**src/rtl/reorder_ring.sv**
```systemverilog
module reorder_ring #(
  parameter int DEPTH  = 6,
  parameter int AREG_W = 5,
  parameter int DATA_W = 32,
  parameter int PC_W   = 32,
  localparam int TAG_W = $clog2(DEPTH)
) (
  input  logic              clk,
  input  logic              rst_n,
  input  logic              alloc_valid,
  input  logic [AREG_W-1:0] alloc_dest,
  input  logic [PC_W-1:0]   alloc_pc,
  input  logic              alloc_branch,
  output logic              alloc_ready,
  output logic [TAG_W-1:0]  alloc_tag,
  input  logic              cmp_valid,
  input  logic [TAG_W-1:0]  cmp_tag,
  input  logic [DATA_W-1:0] cmp_data,
  input  logic              cmp_exc,
  input  logic              cmp_mispred,
  output logic              wake_valid,
  output logic [TAG_W-1:0]  wake_tag,
  output logic              flush_valid,
  output logic [TAG_W-1:0]  flush_tag,
  output logic              commit_valid,
  output logic [TAG_W-1:0]  commit_tag,
  output logic [AREG_W-1:0] commit_dest,
  output logic [DATA_W-1:0] commit_data,
  output logic              exc_valid,
  output logic [PC_W-1:0]   exc_pc
);
  localparam int SLOTS = 1 << TAG_W;
  localparam logic [TAG_W-1:0] LAST = TAG_W'(DEPTH - 1);

  logic [TAG_W-1:0]  hd, tl;
  logic              hw, tw;
  logic [SLOTS-1:0]  vld, done, exc, br, vld_n, kill;
  logic [AREG_W-1:0] dst [SLOTS];
  logic [DATA_W-1:0] dat [SLOTS];
  logic [PC_W-1:0]   pcs [SLOTS];

  function automatic logic [TAG_W-1:0] step_idx(input logic [TAG_W-1:0] i);
    return (i == LAST) ? '0 : i + 1'b1;
  endfunction

  function automatic int age_of(input logic [TAG_W-1:0] i, input logic [TAG_W-1:0] h);
    return (i >= h) ? int'(i) - int'(h) : int'(i) + DEPTH - int'(h);
  endfunction

  logic full, head_rdy, cmp_ok, mispred, alloc_fire, br_wrap;

  assign full         = (hd == tl) && (hw != tw);
  assign head_rdy     = vld[hd] & done[hd];
  assign commit_valid = head_rdy & ~exc[hd];
  assign exc_valid    = head_rdy & exc[hd];
  assign cmp_ok       = cmp_valid & vld[cmp_tag] & ~done[cmp_tag];
  assign mispred      = cmp_ok & cmp_mispred & br[cmp_tag];
  assign alloc_ready  = ~full & ~mispred & ~exc_valid;
  assign alloc_fire   = alloc_valid & alloc_ready;
  assign alloc_tag    = tl;
  assign wake_valid   = cmp_ok;
  assign wake_tag     = cmp_tag;
  assign flush_valid  = mispred;
  assign flush_tag    = cmp_tag;
  assign commit_tag   = hd;
  assign commit_dest  = dst[hd];
  assign commit_data  = dat[hd];
  assign exc_pc       = pcs[hd];
  assign br_wrap      = (cmp_tag >= hd) ? hw : ~hw;

  always_comb begin
    kill = '0;
    for (int i = 0; i < DEPTH; i++)
      kill[i] = age_of(TAG_W'(i), hd) > age_of(cmp_tag, hd);
    vld_n = vld;
    if (alloc_fire)   vld_n[tl] = 1'b1;
    if (commit_valid) vld_n[hd] = 1'b0;
    if (mispred)      vld_n = vld_n & ~kill;
    if (exc_valid)    vld_n = '0;
  end

  always_ff @(posedge clk) begin
    if (!rst_n) begin
      hd <= '0; tl <= '0; hw <= 1'b0; tw <= 1'b0;
      vld <= '0; done <= '0; exc <= '0; br <= '0;
    end else begin
      vld <= vld_n;
      if (alloc_fire) begin
        done[tl] <= 1'b0;
        exc[tl]  <= 1'b0;
        br[tl]   <= alloc_branch;
        dst[tl]  <= alloc_dest;
        pcs[tl]  <= alloc_pc;
      end
      if (cmp_ok) begin
        done[cmp_tag] <= 1'b1;
        exc[cmp_tag]  <= cmp_exc;
        dat[cmp_tag]  <= cmp_data;
      end
      if (commit_valid) begin
        hd <= step_idx(hd);
        if (hd == LAST) hw <= ~hw;
      end
      if (exc_valid) begin
        tl <= hd; tw <= hw;
      end else if (mispred) begin
        tl <= step_idx(cmp_tag);
        tw <= (cmp_tag == LAST) ? ~br_wrap : br_wrap;
      end else if (alloc_fire) begin
        tl <= step_idx(tl);
        if (tl == LAST) tw <= ~tw;
      end
    end
  end

  int occ;
  assign occ = (hw == tw) ? int'(tl) - int'(hd) : DEPTH - int'(hd) + int'(tl);

  p_occupancy_r2: assert property (@(posedge clk) disable iff (!rst_n)
    $countones(vld) == occ);
  p_commit_order_r4: assert property (@(posedge clk) disable iff (!rst_n)
    commit_valid |=> hd == step_idx($past(hd)));
  p_exc_empties_r5: assert property (@(posedge clk) disable iff (!rst_n)
    exc_valid |=> (vld == '0) && (hd == tl) && (hw == tw));
  p_flush_tail_r6: assert property (@(posedge clk) disable iff (!rst_n)
    flush_valid |=> alloc_tag == step_idx($past(cmp_tag)));
  p_flushed_gone_r6: assert property (@(posedge clk) disable iff (!rst_n)
    flush_valid |=> $countones(vld) == age_of($past(cmp_tag), $past(hd)) + 1
                    - ($past(commit_valid) ? 1 : 0));
endmodule

```
**config.mk**
```make
export PLATFORM = sky130hd
export DESIGN_NAME = reorder_ring
export DESIGN_NICKNAME = d
export VERILOG_FILES = /design/src/rtl/reorder_ring.sv
export SDC_FILE = /design/constraint.sdc
export NUM_CORES = 1
export LEC_CHECK = 0
export ABC_AREA = 1
export ABC_CLOCK_PERIOD_IN_PS = 6400
export BUFFER_PORTS_ARGS = -buffer_cell sky130_fd_sc_hd__buf_2
export CORE_ASPECT_RATIO = 1.1
export CORE_MARGIN = 2
export CORE_UTILIZATION = 30
export CTS_CLUSTER_SIZE = 40
export DETAILED_ROUTE_END_ITERATION = 8
export PLACE_DENSITY = 0.41
export SYNTH_ARGS = -nofsm -noshare
export SYNTH_HDL_FRONTEND = slang
export SYNTH_SLANG_ARGS = --single-unit
```
**constraint.sdc**
```tcl
create_clock -name clk -period 6.4 [get_ports clk]
set_input_delay 0.64 -clock clk [delete_from_list [all_inputs] [get_ports clk]]
set_output_delay 0.64 -clock clk [all_outputs]
set_load 0.03 [all_outputs]
```
==> flow_summary.json <==
{
  "vdd_ir_drop_max_uv": 304,
  "worst_slack_ns": 2.23,
  "grt_pass1_wl_um": 105000,
  "min_period_ns": 4.17,
  "endpoint_kind": "primary output",
  "num_rows": 111,
  "synth.area.top_cells": "edfxtp_1 66%, nor2_1 8.3%, o21ai_0 6.0%",
  "grt_setup_unrepaired": "false",
  "place_inst": 3304,
  "fp.dieArea_sq_um": 85900,
  "port_buffers": 164,
  "drt_iter0_markers": 874,
  "hold_viol_final": 0,
  "synth_top_area_share_pct": 66.1,
  "clockBufferDepth": 3,
  "vias": 16600,
  "fin_crit_sh_pct": 65.2,
  "gp_congestion": 0.801,
  "postCtsHoldBufs": 0,
  "synthDistinctLibCells": 47,
  "ys_ff_latch": 595,
  "p_total_w": 0.0124,
  "antenna_left": 0,
  "cp_data_arrival_time_ns": 3.53,
  "synth_largest_area_cell": "edfxtp_1",
  "post-place-ws_ns": 2.11,
  "ctsResizeCount": 0,
  "antenna_cells": 0,
  "core-area_sq_um": 83100,
  "final-max-slew-violation-count": 0,
  "io_pins": 165,
  "power.density_nw_per_um2": 426,
  "first_global_vias": 16600,
  "dp_hpwl_um": 38100,
  "clockRootBuffer": "clkbuf_16",
  "clk_latency_ns": 0.62,
  "syn2layout_area_growth_pct": 16.0,
  "tightestPinTransition_ns": 1.06,
  "h-tree-depth": 3,
  "gr-total-overflow": 0,
  "worstPathRequired_ns": 5.76,
  "regArea_sq_um": 17400,
  "avgSynthCellArea_sq_um": 11.6,
  "n_fill_cell": 8128,
  "netlist_area_sq_um": 25100,
  "hold_path.class": "in2reg",
  "drv_cap": 0,
  "via_per_inst": 4.85,
  "p_leak_nw": 10.2,
  "first_pass_iters": 5,
  "timing.fmax_ghz": 0.240,
  "synth_edf_count": 552,
  "cts_tree": "yes",
  "die_x_um": 280,
  "finalWirelength_um": 69500,
  "async_flop_share_pct": 0,
  "fin_nets": 2425,
  "worstSetupPathType": "reg2out",
  "synth_top_flop_cell": "edfxtp_1",
  "wire_per_inst_um": 20.3,
  "route.detailed.drc": 0,
  "finalNonFillerCells": 3428,
  "synth-seq-area-share_pct": 69.5,
  "drive_gt1_share_pct": 15.1,
  "crit_fanout": 184,
  "antenna_found_initial": 12,
  "grt_use_total_pct": 16.1,
  "cts.clk_slew.worst_paths_ns": 0.06,
  "cts_setup_buffers": 0,
  "grt_max_degree": 185,
  "synth_warnings": 0,
  "start_util_pct": 30.2,
  "cts_num_sinks": 595,
  "slew_headroom_pct": 29.6,
  "synthCells": 2165,
  "die_h_um": 307,
  "start_kind": "flip-flop",
  "skew_ns": 0.0366,
  "setup_violations": 0,
  "tns_ns": 0,
  "multi_input_area_sq_um": 6850,
  "cts_buffers": 69,
  "outcome": "complete, no violations"
}
cell families after synthesis:
family	count (synthesis)	share of synthesized area (%)
and+or+nand+nor	818	13.5
muxes	1	0.0449
adders and majority gates	44	2.28
buffers and inverters	212	3.58
other	1	0.0149
xor gates and xnor gates	10	0.349
DFF	595	69.5
AOI/OAI and AO/OA	484	10.7
metrics by stage:
step / util (%) / hold WS (ns) / instance area, sq um
3_5_place_dp: 32.5 / 0.491 / 27000
4_1_cts: 35.0 / 0.247 / 29100
3_3_place_gp: 32.5 / 0.487 / 27000
2_1_floorplan: - / 0.439 / 25100
5_1_grt: 35.0 / 0.277 / 29100
6_report: 35.0 / 0.288 / 29100
final timing paths:
check	slack (ns)	cells past startpoint	from	endpoint
max	2.23	7	flip-flop	exc_pc[11]
min	0.29	1	cmp_data[28]	dat[7][28]$_DFFE_PP_
max reg2reg	2.66	16	commit_tag[1]$_SDFFE_PN0P_	vld[0]$_SDFF_PP0_
min reg2reg	0.50	2	br[3]$_SDFFE_PN0P_	br[3]$_SDFFE_PN0P_
synth_stat cells, types with 4 or more instances:
library cell  count
a21oi_1          13
a31oi_1          70
buf_1            10
buf_2            17
buf_4             9
buf_6             4
clkbuf_1         87
dfxtp_1          43
edfxtp_1        552
ha_1             41
inv_1            70
inv_2            12
nand2_1         156
nand3_1          57
nand3b_1          4
nand4_1           5
nor2_1          552
nor2_2           10
nor2_4            4
nor3_1           11
o211ai_1          6
o21ai_0         301
o22ai_1          76
o22ai_2           4
or2_2             4
xnor2_1           4
xor2_1            6
metal layers:
metal,GRT usage [%],vias up,routed length [um]
met5,0,-,91
met3,3.15,112,3160
met2,28.0,315,34600
li1,-,7982,-
met4,4.76,14,1470
met1,20.3,8190,30200
sequential cells by signal, summed over array words and instances (netlist names), 3 cells and up, named ones only:
name,cells
dst,40
commit_tag,3
alloc_tag,3
pcs,256
exc,8
vld,8
done,8
dat,256
br,8
power by group:
part,internal (W),switching (W)
clock network,0.00206,0.00158
registers,0.00433,0.000141
logic,0.00123,0.00306
worst max-delay path: stages (launching register included):
cell	delay (ns)
dfxtp_4	0.53
inv_8	0.79
buf_4	0.55
o21ai_0	0.15
o22ai_1	0.16
nor2_1	0.06
a31oi_1	0.31
buf_2	0.28
cell type report:
cell class,instances,area share [%]
clock buffer,84,6.20
tap,1073,4.61
multi-input combinational,1359,23.5
timing repair buffer,193,3.61
sequential,595,59.9
inverter,84,1.15
clock inverter,40,0.950
cells in the final DEF (no fill, tap or decap), drive strengths merged, types with 4 or more instances in the layout:
cell type    n
nand3       61
nand3b       4
clkinv      35
or2          5
nor2       569
nand4        6
clkbuf      84
o21ai      304
a21oi       13
ha          41
xnor2        4
xor2         6
o22ai       80
dfxtp       43
nand2      162
nor3        11
a31oi       70
buf        193
inv         86
o211ai       7
edfxtp     552
Note: power is estimated with default switching activity, not from simulation.
